**src/rtl/con_sel_pkg.sv**
```systemverilog
// Package: shared constants and types of the console select router.
// Assumes 16-bit register words and a select field in bits 11:8.
package con_sel_pkg;
    localparam int WORD_W     = 16;
    localparam int BYTE_W     = 8;
    localparam int SEL_LSB    = 8;
    localparam int SEL_W      = 4;
    localparam int COMM_DEPTH = 128;
    localparam int COMM_AW    = $clog2(COMM_DEPTH);
    localparam int VER_CNT    = 4;

    localparam int IDX_GH     = 100;
    localparam int IDX_WARM   = 101;
    localparam int IDX_COLD   = 102;
    localparam int IDX_VER0   = 106;

    localparam logic [SEL_W-1:0] SEL_CHAR = 4'h0;
    localparam logic [SEL_W-1:0] SEL_FDAT = 4'h1;
    localparam logic [SEL_W-1:0] SEL_COMM = 4'h3;
    localparam logic [SEL_W-1:0] SEL_FCMD = 4'h9;
    localparam logic [SEL_W-1:0] SEL_MISC = 4'hF;

    localparam logic [BYTE_W-1:0] MISC_SWDONE = 8'd1;
    localparam logic [BYTE_W-1:0] MISC_BOOT   = 8'd2;
    localparam logic [BYTE_W-1:0] MISC_CLRWS  = 8'd3;
    localparam logic [BYTE_W-1:0] MISC_CLRCS  = 8'd4;

    localparam int CSR_DONE_BIT = 7;
    localparam int CSR_IE_BIT   = 6;
    localparam logic [WORD_W-1:0] RX_ERR  = 16'h8000;
    localparam logic [WORD_W-1:0] RX_OVR  = 16'h4000;
    localparam logic [WORD_W-1:0] RX_FRM  = 16'h2000;
    localparam logic [WORD_W-1:0] COMM_TAG = 16'h0300;

    typedef enum logic [1:0] {
        REG_RXCS = 2'd0,
        REG_RXDB = 2'd1,
        REG_TXCS = 2'd2,
        REG_TXDB = 2'd3
    } reg_addr_e;

    typedef struct packed {
        logic to_char;
        logic to_fdat;
        logic to_fcmd;
        logic to_comm;
        logic to_misc;
        logic to_other;
    } route_t;

    typedef struct packed {
        logic swdone;
        logic boot;
        logic clr_warm;
        logic clr_cold;
    } misc_t;
endpackage

```
**src/rtl/con_dir_flags.sv**
```systemverilog
// Module: DONE / IE / interrupt-request flags of one console direction.
// Assumes set_done wins over clr_done in the same cycle, and that a
// status write is applied before a same-cycle DONE event.
module con_dir_flags #(
    parameter logic RESET_DONE = 1'b0
) (
    input  logic clk,
    input  logic rst_n,
    input  logic csr_wr,
    input  logic wr_ie,
    input  logic set_done,
    input  logic clr_done,
    output logic done,
    output logic ie,
    output logic irq
);
    logic done_n, ie_n, irq_n;

    // Next-state rules for the three flags.
    always_comb begin
        done_n = done;
        ie_n   = ie;
        irq_n  = irq;
        if (csr_wr) begin
            ie_n = wr_ie;
            if (!wr_ie)
                irq_n = 1'b0;
            else if (done && !ie)
                irq_n = 1'b1;
        end
        if (clr_done) begin
            done_n = 1'b0;
            irq_n  = 1'b0;
        end
        if (set_done) begin
            done_n = 1'b1;
            if (ie_n)
                irq_n = 1'b1;
        end
    end

    // Flag registers with synchronous reset.
    always_ff @(posedge clk) begin
        if (!rst_n) begin
            done <= RESET_DONE;
            ie   <= 1'b0;
            irq  <= 1'b0;
        end else begin
            done <= done_n;
            ie   <= ie_n;
            irq  <= irq_n;
        end
    end

    assert_irq_gated_R7: assert property (@(posedge clk) disable iff (!rst_n)
        irq |-> (done && ie));

    assert_ie_rise_irq_R7: assert property (@(posedge clk) disable iff (!rst_n)
        (csr_wr && wr_ie && done && !ie && !clr_done) |=> irq);
endmodule

```
**src/rtl/con_comm_region.sv**
```systemverilog
// Module: 128-byte communications region with a reset image.
// Assumes only the warm/cold-start bytes are ever changed after reset.
module con_comm_region
    import con_sel_pkg::*;
#(
    parameter logic [BYTE_W-1:0]         WARM_INIT = 8'h00,
    parameter logic [BYTE_W-1:0]         COLD_INIT = 8'h00,
    parameter logic [VER_CNT*BYTE_W-1:0] VER_INIT  = 32'h04030201
) (
    input  logic               clk,
    input  logic               rst_n,
    input  logic               clr_warm,
    input  logic               clr_cold,
    input  logic [COMM_AW-1:0] rd_idx,
    output logic [BYTE_W-1:0]  rd_byte
);
    logic [BYTE_W-1:0] mem [COMM_DEPTH];

    function automatic logic [BYTE_W-1:0] init_byte(input int idx);
        if (idx == IDX_GH)
            return 8'd1;
        if (idx == IDX_WARM)
            return WARM_INIT;
        if (idx == IDX_COLD)
            return COLD_INIT;
        if (idx >= IDX_VER0 && idx < IDX_VER0 + VER_CNT)
            return VER_INIT[(idx - IDX_VER0)*BYTE_W +: BYTE_W];
        return '0;
    endfunction

    // Region storage: reset image, then selective clears.
    always_ff @(posedge clk) begin
        if (!rst_n) begin
            for (int i = 0; i < COMM_DEPTH; i++)
                mem[i] <= init_byte(i);
        end else begin
            if (clr_warm)
                mem[IDX_WARM] <= '0;
            if (clr_cold)
                mem[IDX_COLD] <= '0;
        end
    end

    // Combinational read port.
    assign rd_byte = mem[rd_idx];

    assert_cold_cleared_R3: assert property (@(posedge clk) disable iff (!rst_n)
        clr_cold |=> (mem[IDX_COLD] == '0));

    assert_warm_cleared_R3: assert property (@(posedge clk) disable iff (!rst_n)
        clr_warm |=> (mem[IDX_WARM] == '0));
endmodule

```
**src/rtl/con_tx_decode.sv**
```systemverilog
// Module: decodes a transmit-buffer word into a route and a misc function.
// Assumes wr_en is the transmit-buffer write strobe; purely combinational.
module con_tx_decode
    import con_sel_pkg::*;
(
    input  logic              wr_en,
    input  logic [WORD_W-1:0] word,
    output route_t            route,
    output misc_t             misc,
    output logic [COMM_AW-1:0] comm_idx
);
    logic [SEL_W-1:0]  sel;
    logic [BYTE_W-1:0] code;
    logic              unused_hi;

    assign sel       = word[SEL_LSB +: SEL_W];
    assign code      = word[BYTE_W-1:0];
    assign comm_idx  = word[COMM_AW-1:0];
    assign unused_hi = ^word[WORD_W-1:SEL_LSB+SEL_W];

    // Select-field steering.
    always_comb begin
        route = '0;
        if (wr_en) begin
            unique case (sel)
                SEL_CHAR: route.to_char  = 1'b1;
                SEL_FDAT: route.to_fdat  = 1'b1;
                SEL_FCMD: route.to_fcmd  = 1'b1;
                SEL_COMM: route.to_comm  = 1'b1;
                SEL_MISC: route.to_misc  = 1'b1;
                default:  route.to_other = 1'b1;
            endcase
        end
    end

    // Miscellaneous function codes; code 3 clears both bytes.
    always_comb begin
        misc = '0;
        if (route.to_misc) begin
            misc.swdone   = (code == MISC_SWDONE);
            misc.boot     = (code == MISC_BOOT);
            misc.clr_warm = (code == MISC_CLRWS);
            misc.clr_cold = (code == MISC_CLRWS) || (code == MISC_CLRCS);
        end
    end
endmodule

```
**src/rtl/con_sel_router.sv**
```systemverilog
// Module: console register set with select-field steering of transmit
// words and a shared, tagged receive buffer.
// Assumes one bus access per cycle; receive-load priority is region read,
// then floppy word, then console character.
module con_sel_router
    import con_sel_pkg::*;
#(
    parameter logic [BYTE_W-1:0]         WARM_INIT = 8'h00,
    parameter logic [BYTE_W-1:0]         COLD_INIT = 8'h00,
    parameter logic [VER_CNT*BYTE_W-1:0] VER_INIT  = 32'h04030201
) (
    input  logic        clk,
    input  logic        rst_n,
    input  logic        reg_wr,
    input  logic        reg_rd,
    input  logic [1:0]  reg_addr,
    input  logic [15:0] reg_wdata,
    output logic [15:0] reg_rdata,
    input  logic        ci_valid,
    input  logic [7:0]  ci_data,
    input  logic        ci_break,
    output logic        co_valid,
    output logic [7:0]  co_data,
    input  logic        co_ready,
    output logic        fl_byte_valid,
    output logic        fl_cmd_valid,
    output logic [7:0]  fl_out_byte,
    input  logic        fl_tx_done,
    input  logic        fl_rx_valid,
    input  logic [15:0] fl_rx_word,
    output logic        fl_rx_ready,
    output logic        sw_done,
    output logic        reboot_req,
    output logic        rx_irq,
    output logic        tx_irq
);
    logic rxcs_wr, txcs_wr, rxdb_rd, txdb_wr;
    route_t route;
    misc_t  misc;
    logic [COMM_AW-1:0] comm_idx;
    logic [BYTE_W-1:0]  comm_byte;
    logic [WORD_W-1:0]  rx_buf;
    logic rx_done, rx_ie, tx_done, tx_ie;
    logic comm_load, fl_take, ci_take, rx_set, tx_set, co_accept;

    assign rxcs_wr = reg_wr && (reg_addr == REG_RXCS);
    assign txcs_wr = reg_wr && (reg_addr == REG_TXCS);
    assign txdb_wr = reg_wr && (reg_addr == REG_TXDB);
    assign rxdb_rd = reg_rd && (reg_addr == REG_RXDB);

    con_tx_decode u_decode (
        .wr_en    (txdb_wr),
        .word     (reg_wdata),
        .route    (route),
        .misc     (misc),
        .comm_idx (comm_idx)
    );

    con_comm_region #(
        .WARM_INIT (WARM_INIT),
        .COLD_INIT (COLD_INIT),
        .VER_INIT  (VER_INIT)
    ) u_comm (
        .clk      (clk),
        .rst_n    (rst_n),
        .clr_warm (misc.clr_warm),
        .clr_cold (misc.clr_cold),
        .rd_idx   (comm_idx),
        .rd_byte  (comm_byte)
    );

    // Receive-buffer load arbitration.
    assign comm_load   = route.to_comm;
    assign fl_rx_ready = !rx_done && !comm_load;
    assign fl_take     = fl_rx_valid && fl_rx_ready;
    assign ci_take     = ci_valid && !comm_load && !fl_take;
    assign rx_set      = comm_load || fl_take || ci_take;

    // Receive buffer contents.
    always_ff @(posedge clk) begin
        if (!rst_n) begin
            rx_buf <= '0;
        end else if (comm_load) begin
            rx_buf <= COMM_TAG | {{(WORD_W-BYTE_W){1'b0}}, comm_byte};
        end else if (fl_take) begin
            rx_buf <= fl_rx_word;
        end else if (ci_take) begin
            if (ci_break)
                rx_buf <= RX_ERR | RX_FRM;
            else if (rx_done && !rxdb_rd)
                rx_buf <= RX_ERR | RX_OVR | {{(WORD_W-BYTE_W){1'b0}}, ci_data};
            else
                rx_buf <= {{(WORD_W-BYTE_W){1'b0}}, ci_data};
        end else if (rxdb_rd) begin
            rx_buf[WORD_W-1:BYTE_W] <= '0;
        end
    end

    con_dir_flags #(.RESET_DONE(1'b0)) u_rx_flags (
        .clk      (clk),
        .rst_n    (rst_n),
        .csr_wr   (rxcs_wr),
        .wr_ie    (reg_wdata[CSR_IE_BIT]),
        .set_done (rx_set),
        .clr_done (rxdb_rd),
        .done     (rx_done),
        .ie       (rx_ie),
        .irq      (rx_irq)
    );

    // Transmit completion events.
    assign co_accept = co_valid && co_ready;
    assign tx_set    = co_accept || fl_tx_done ||
                       route.to_comm || route.to_misc || route.to_other;

    con_dir_flags #(.RESET_DONE(1'b1)) u_tx_flags (
        .clk      (clk),
        .rst_n    (rst_n),
        .csr_wr   (txcs_wr),
        .wr_ie    (reg_wdata[CSR_IE_BIT]),
        .set_done (tx_set),
        .clr_done (txdb_wr),
        .done     (tx_done),
        .ie       (tx_ie),
        .irq      (tx_irq)
    );

    // Console output holding register.
    always_ff @(posedge clk) begin
        if (!rst_n) begin
            co_valid <= 1'b0;
            co_data  <= '0;
        end else if (route.to_char) begin
            co_valid <= 1'b1;
            co_data  <= reg_wdata[BYTE_W-1:0];
        end else if (co_accept) begin
            co_valid <= 1'b0;
        end
    end

    // One-cycle floppy and miscellaneous pulses.
    always_ff @(posedge clk) begin
        if (!rst_n) begin
            fl_byte_valid <= 1'b0;
            fl_cmd_valid  <= 1'b0;
            fl_out_byte   <= '0;
            sw_done       <= 1'b0;
            reboot_req    <= 1'b0;
        end else begin
            fl_byte_valid <= route.to_fdat;
            fl_cmd_valid  <= route.to_fcmd;
            if (route.to_fdat || route.to_fcmd)
                fl_out_byte <= reg_wdata[BYTE_W-1:0];
            sw_done    <= misc.swdone;
            reboot_req <= misc.boot;
        end
    end

    // Register read multiplexer.
    always_comb begin
        reg_rdata = '0;
        unique case (reg_addr)
            REG_RXCS: begin
                reg_rdata[CSR_DONE_BIT] = rx_done;
                reg_rdata[CSR_IE_BIT]   = rx_ie;
            end
            REG_RXDB: reg_rdata = rx_buf;
            REG_TXCS: begin
                reg_rdata[CSR_DONE_BIT] = tx_done;
                reg_rdata[CSR_IE_BIT]   = tx_ie;
            end
            default:  reg_rdata = '0;
        endcase
    end

    assert_co_hold_R1: assert property (@(posedge clk) disable iff (!rst_n)
        (co_valid && !co_ready && !txdb_wr) |=> (co_valid && $stable(co_data)));

    assert_comm_tag_R2: assert property (@(posedge clk) disable iff (!rst_n)
        comm_load |=> (rx_buf[WORD_W-1:BYTE_W] == 8'h03 && rx_done));

    assert_rd_strips_R5: assert property (@(posedge clk) disable iff (!rst_n)
        (rxdb_rd && !rx_set) |=> (rx_buf[WORD_W-1:BYTE_W] == '0 && !rx_done && !rx_irq));

    assert_txwr_clears_R6: assert property (@(posedge clk) disable iff (!rst_n)
        (route.to_char && !fl_tx_done && !co_accept) |=> (!tx_done && !tx_irq));

    assert_inject_stored_R11: assert property (@(posedge clk) disable iff (!rst_n)
        fl_take |=> (rx_buf == $past(fl_rx_word) && rx_done));
endmodule

```
**config.mk**
```make
export PLATFORM = sky130hd
export DESIGN_NAME = con_sel_router
export DESIGN_NICKNAME = d
export VERILOG_FILES = /design/src/rtl/con_sel_pkg.sv /design/src/rtl/con_dir_flags.sv /design/src/rtl/con_comm_region.sv /design/src/rtl/con_tx_decode.sv /design/src/rtl/con_sel_router.sv
export SDC_FILE = /design/constraint.sdc
export NUM_CORES = 1
export LEC_CHECK = 0
export BUFFER_PORTS_ARGS = -buffer_cell sky130_fd_sc_hd__buf_2
export CAP_MARGIN = 5
export CORE_ASPECT_RATIO = 1.1
export CORE_MARGIN = 3
export CORE_UTILIZATION = 47
export CTS_CLUSTER_SIZE = 24
export DETAILED_ROUTE_END_ITERATION = 8
export PLACE_DENSITY_LB_ADDON = 0.2
export SETUP_SLACK_MARGIN = 0.05
export SLEW_MARGIN = 20
export SYNTH_ARGS = -nofsm -noshare
export SYNTH_HDL_FRONTEND = slang
export SYNTH_SLANG_ARGS = --single-unit
```
**constraint.sdc**
```tcl
create_clock -name clk -period 1.6 [get_ports clk]
set_input_delay 0 -clock clk [delete_from_list [all_inputs] [get_ports clk]]
set_output_delay 0 -clock clk [all_outputs]
set_load 0.03 [all_outputs]
```
==> results.yml <==
status:
  outcome: "complete, but fails checks"
  violations: "hold timing"
timing:
  period_share_pct: 94.6
  slew_headroom_pct: 75.7
  grt_setup_unrepaired: "yes"
  setup_violations: 0
  layout_min_cycle_time_ns: 1.51
  hold_violations: 1
  whs_ns: -0.00257
  fin_setup_tns_ns: 0
  skew_ns: 0.00186
  max_freq_mhz: 660
  worst_slew_pin_slew_ns: 0.363
  slew_viol_final: 0
clocking:
  cts-buffers-inserted: 5
  clk_pin_slew_ns: 0.08
  cts_tree: "done"
  cts_sinks: 43
  clkLatencyLatePin_ns: 0.29
  h-tree-depth: 2
  cts_root_buffer: "clkbuf_8"
  clk_path_buf_depth: 2
power:
  fin_total_pwr_mw: 2.40
  ir_worst_vdd_v: 0.000506
  power.switching_uw: 599
  switching_share_pct: 25.0
  p_seq_share_pct: 47.2
  p_per_area_mw_per_mm2: 834
  power_frac_comb_pct: 16.6
  p_leak_nw: 1.34
  p_clk_share_pct: 36.2
  p_int_mw: 1.80
layout:
  n_antenna_cell: 0
  area_growth_pct: 38.3
  final_cells: 399
  num-fill-cells: 336
  fin_util_pct: 69.8
  drive_gt1_share_pct: 32.3
  fin_nets: 397
floorplanning:
  die-area_mm2: 0.00525
  die_h_um: 75.7
  rows: 24
  die_w_um: 69.4
  initial_core_util_pct: 50.5
  coreArea_mm2: 0.00411
  pin_count: 91
logic_synthesis:
  synth_cell_types: 44
  avgSynthCellArea_um2: 8.65
  synth-seq-cells: 43
  ys_warn_count: 0
  ys_seq_area_share_pct: 41.4
  synthCells: 240
  syn-cell-area_mm2: 0.00208
  syn-num-nets: 291
critical_path:
  cpMaxStageDelayCell: "dlygate4sd3_1"
  critPathLaunchType: "primary input"
  max_stage_delay_ns: 0.53
  critPathRequiredTime_ns: 1.60
  crit_fanout: 6
  critPathKind: "primary input to output pin"
  end_kind: "output pin"
  worstPathArrival_ns: 1.51
  path_cells: "dlygate4sd3_1 > buf_2 > or3b_4 > nor2_8 > nor2_1 > clkbuf_4"
placement:
  globalplace.congestion: 0.751
  dp.cells: 369
  hpwl_um: 3760
  io_buffers: 86
routing:
  via_per_inst: 5.20
  vias: 2073
  drc: 0
  drtIter0Drc: 90
  drtAntennaViolNets: 0
  routed_wl_um: 5340
  wl_per_cell_um: 13.4
  first_pass_iters: 4
global_route:
  grt_pass1_wl_um: 8670
  antenna_found_initial: 0
  track_usage_pct: 20.5
  grt_max_degree: 31
  grt-ovfl-total: 0
  grt_pass1_vias: 1870
hold_path:
  worstHoldPathType: "primary input to flop"
run:
  cap_violations: 0
==> worst max-delay path: cells and delay by family <==
family                 cells  cell delay, ns
buffers and inverters      3            0.86
and+or+nand+nor            3            0.65
==> registers in the layout (all words and copies together), names as in the netlist <==
name             count
rx_buf              16
co_data              8
fl_out_byte          8
co_valid             1
fl_byte_valid        1
fl_cmd_valid         1
reboot_req           1
sw_done              1
u_rx_flags.done      1
u_rx_flags.ie        1
u_rx_flags.irq       1
u_tx_flags.done      1
u_tx_flags.ie        1
u_tx_flags.irq       1
==> final cells by class <==
| type | count | area [µm²] | area share [%] |
|---|---|---|---|
| clock inverters | 2 | 35.0 | 1.22 |
| inverters | 5 | 18.8 | 0.653 |
| repair buffers | 114 | 693 | 24.1 |
| multi-input cells | 177 | 1120 | 38.9 |
| clock buffers | 6 | 82.6 | 2.87 |
| flip-flops and latches | 43 | 861 | 30.0 |
| well taps | 52 | 65.1 | 2.26 |
==> power by group through the flow <==
stage                     clock, mW  combinational [mW]  sequential [mW]
after detailed placement          0               0.356             1.15
after CTS                     0.883               0.396             1.13
final                         0.867               0.399             1.13
after global placement            0               0.354             1.15
after global routing          0.919               0.441             1.14
after floorplan                   0               0.220             1.16
==> per-layer routing <==
metal  track usage [%]  vias up  wire [µm]
met5                 0        -          0
met4              5.86        0         55
met3              4.88        5        375
met2              34.5       75       2450
met1              26.6      934       2450
li1                  -     1059          -
==> kinds of logic (layout without fill, tap and decap cells) <==
logic type             after synthesis  after routing  share of synthesized area (%)
multiplexers                         5              5                           2.41
AO/OA/AOI/OAI                       53             53                           18.8
AND/OR/NAND/NOR                    119            119                           32.2
flip-flops                          43             43                           41.4
buffers and inverters               20            127                           5.12
==> Yosys cell counts (all sizes together) <==
library cell	number	area [µm²]
a21boi	10	75.1
a21oi	3	15.0
o22ai	1	6.26
a211oi	1	20.0
nor3	9	45.0
nor3b	5	37.5
and3b	1	8.76
or3	1	6.26
nand3	13	70.1
and2b	1	7.51
nand3b	2	15.0
and3	4	30.0
nor2	19	87.6
o21ai	17	96.3
clkbuf	5	18.8
mux2i	5	50.1
a221oi	11	96.3
and4bb	1	12.5
o21a	1	7.51
a221o	1	10.0
buf	10	68.8
and2	14	87.6
nand2	31	116
nor2b	8	57.6
dfxtp	43	861
o221ai	1	8.76
nand4	2	27.5
a22oi	3	22.5
nand2b	5	31.3
inv	5	18.8
a311oi	2	17.5
o211ai	2	15.0
nand4b	2	17.5
or3b	1	11.3
==> layout by cell type, fill, tap and decap left out, drive strengths merged <==
cell	netlist	final
nand4	2	2
inv	5	5
o21ai	17	17
dlygate4sd3	0	20
and2b	1	1
a311oi	2	2
a211oi	1	1
nand3	13	13
and4bb	1	1
nand4b	2	2
a221oi	11	11
nor3b	5	5
nand2	31	31
nand2b	5	5
o21a	1	1
or3	1	1
nand3b	2	2
a221o	1	1
or3b	1	1
bufinv	0	1
and3	4	4
nor3	9	9
and3b	1	1
clkbuf	5	7
a21oi	3	3
mux2i	5	5
a21boi	10	10
nor2b	8	8
a22oi	3	3
o22ai	1	1
and2	14	14
buf	10	93
nor2	19	19
dfxtp	43	43
o211ai	2	2
clkinv	0	1
o221ai	1	1
==> worst paths after layout <==
| kind | from | end | slack (ns) | cells past startpoint |
|---|---|---|---|---|
| setup / recovery | reg_wdata[11] | fl_rx_ready | 0.09 | 6 |
| hold / removal | fl_rx_word[8] | rx_buf[8]$_SDFFE_PN0P_ | -0.003 | 3 |
| setup reg to reg | u_rx_flags.done$_SDFFE_PN0P_ | rx_buf[14]$_SDFFE_PP0P_ | 0.14 | 5 |
| hold reg to reg | fl_out_byte[7]$_SDFFE_PN0P_ | fl_out_byte[7]$_SDFFE_PN0P_ | 0.45 | 2 |
==> repair_timing <==
action	4_1_cts	5_1_grt
setup endpoints to repair	0	9
setup buffers	0	2
hold endpoints to repair	25	0
hold buffers	20	0
gates resized for setup	0	2
==> metrics by stage <==
stage,cell area (µm²),worst slack (ns)
after detailed placement,2530,0.150
after CTS,2850,0.0819
after global routing,2870,0.0190
after floorplan,2080,0.370
after global placement,2530,0.178
final,2870,0.0856
Power figures use the tool's default switching activity.
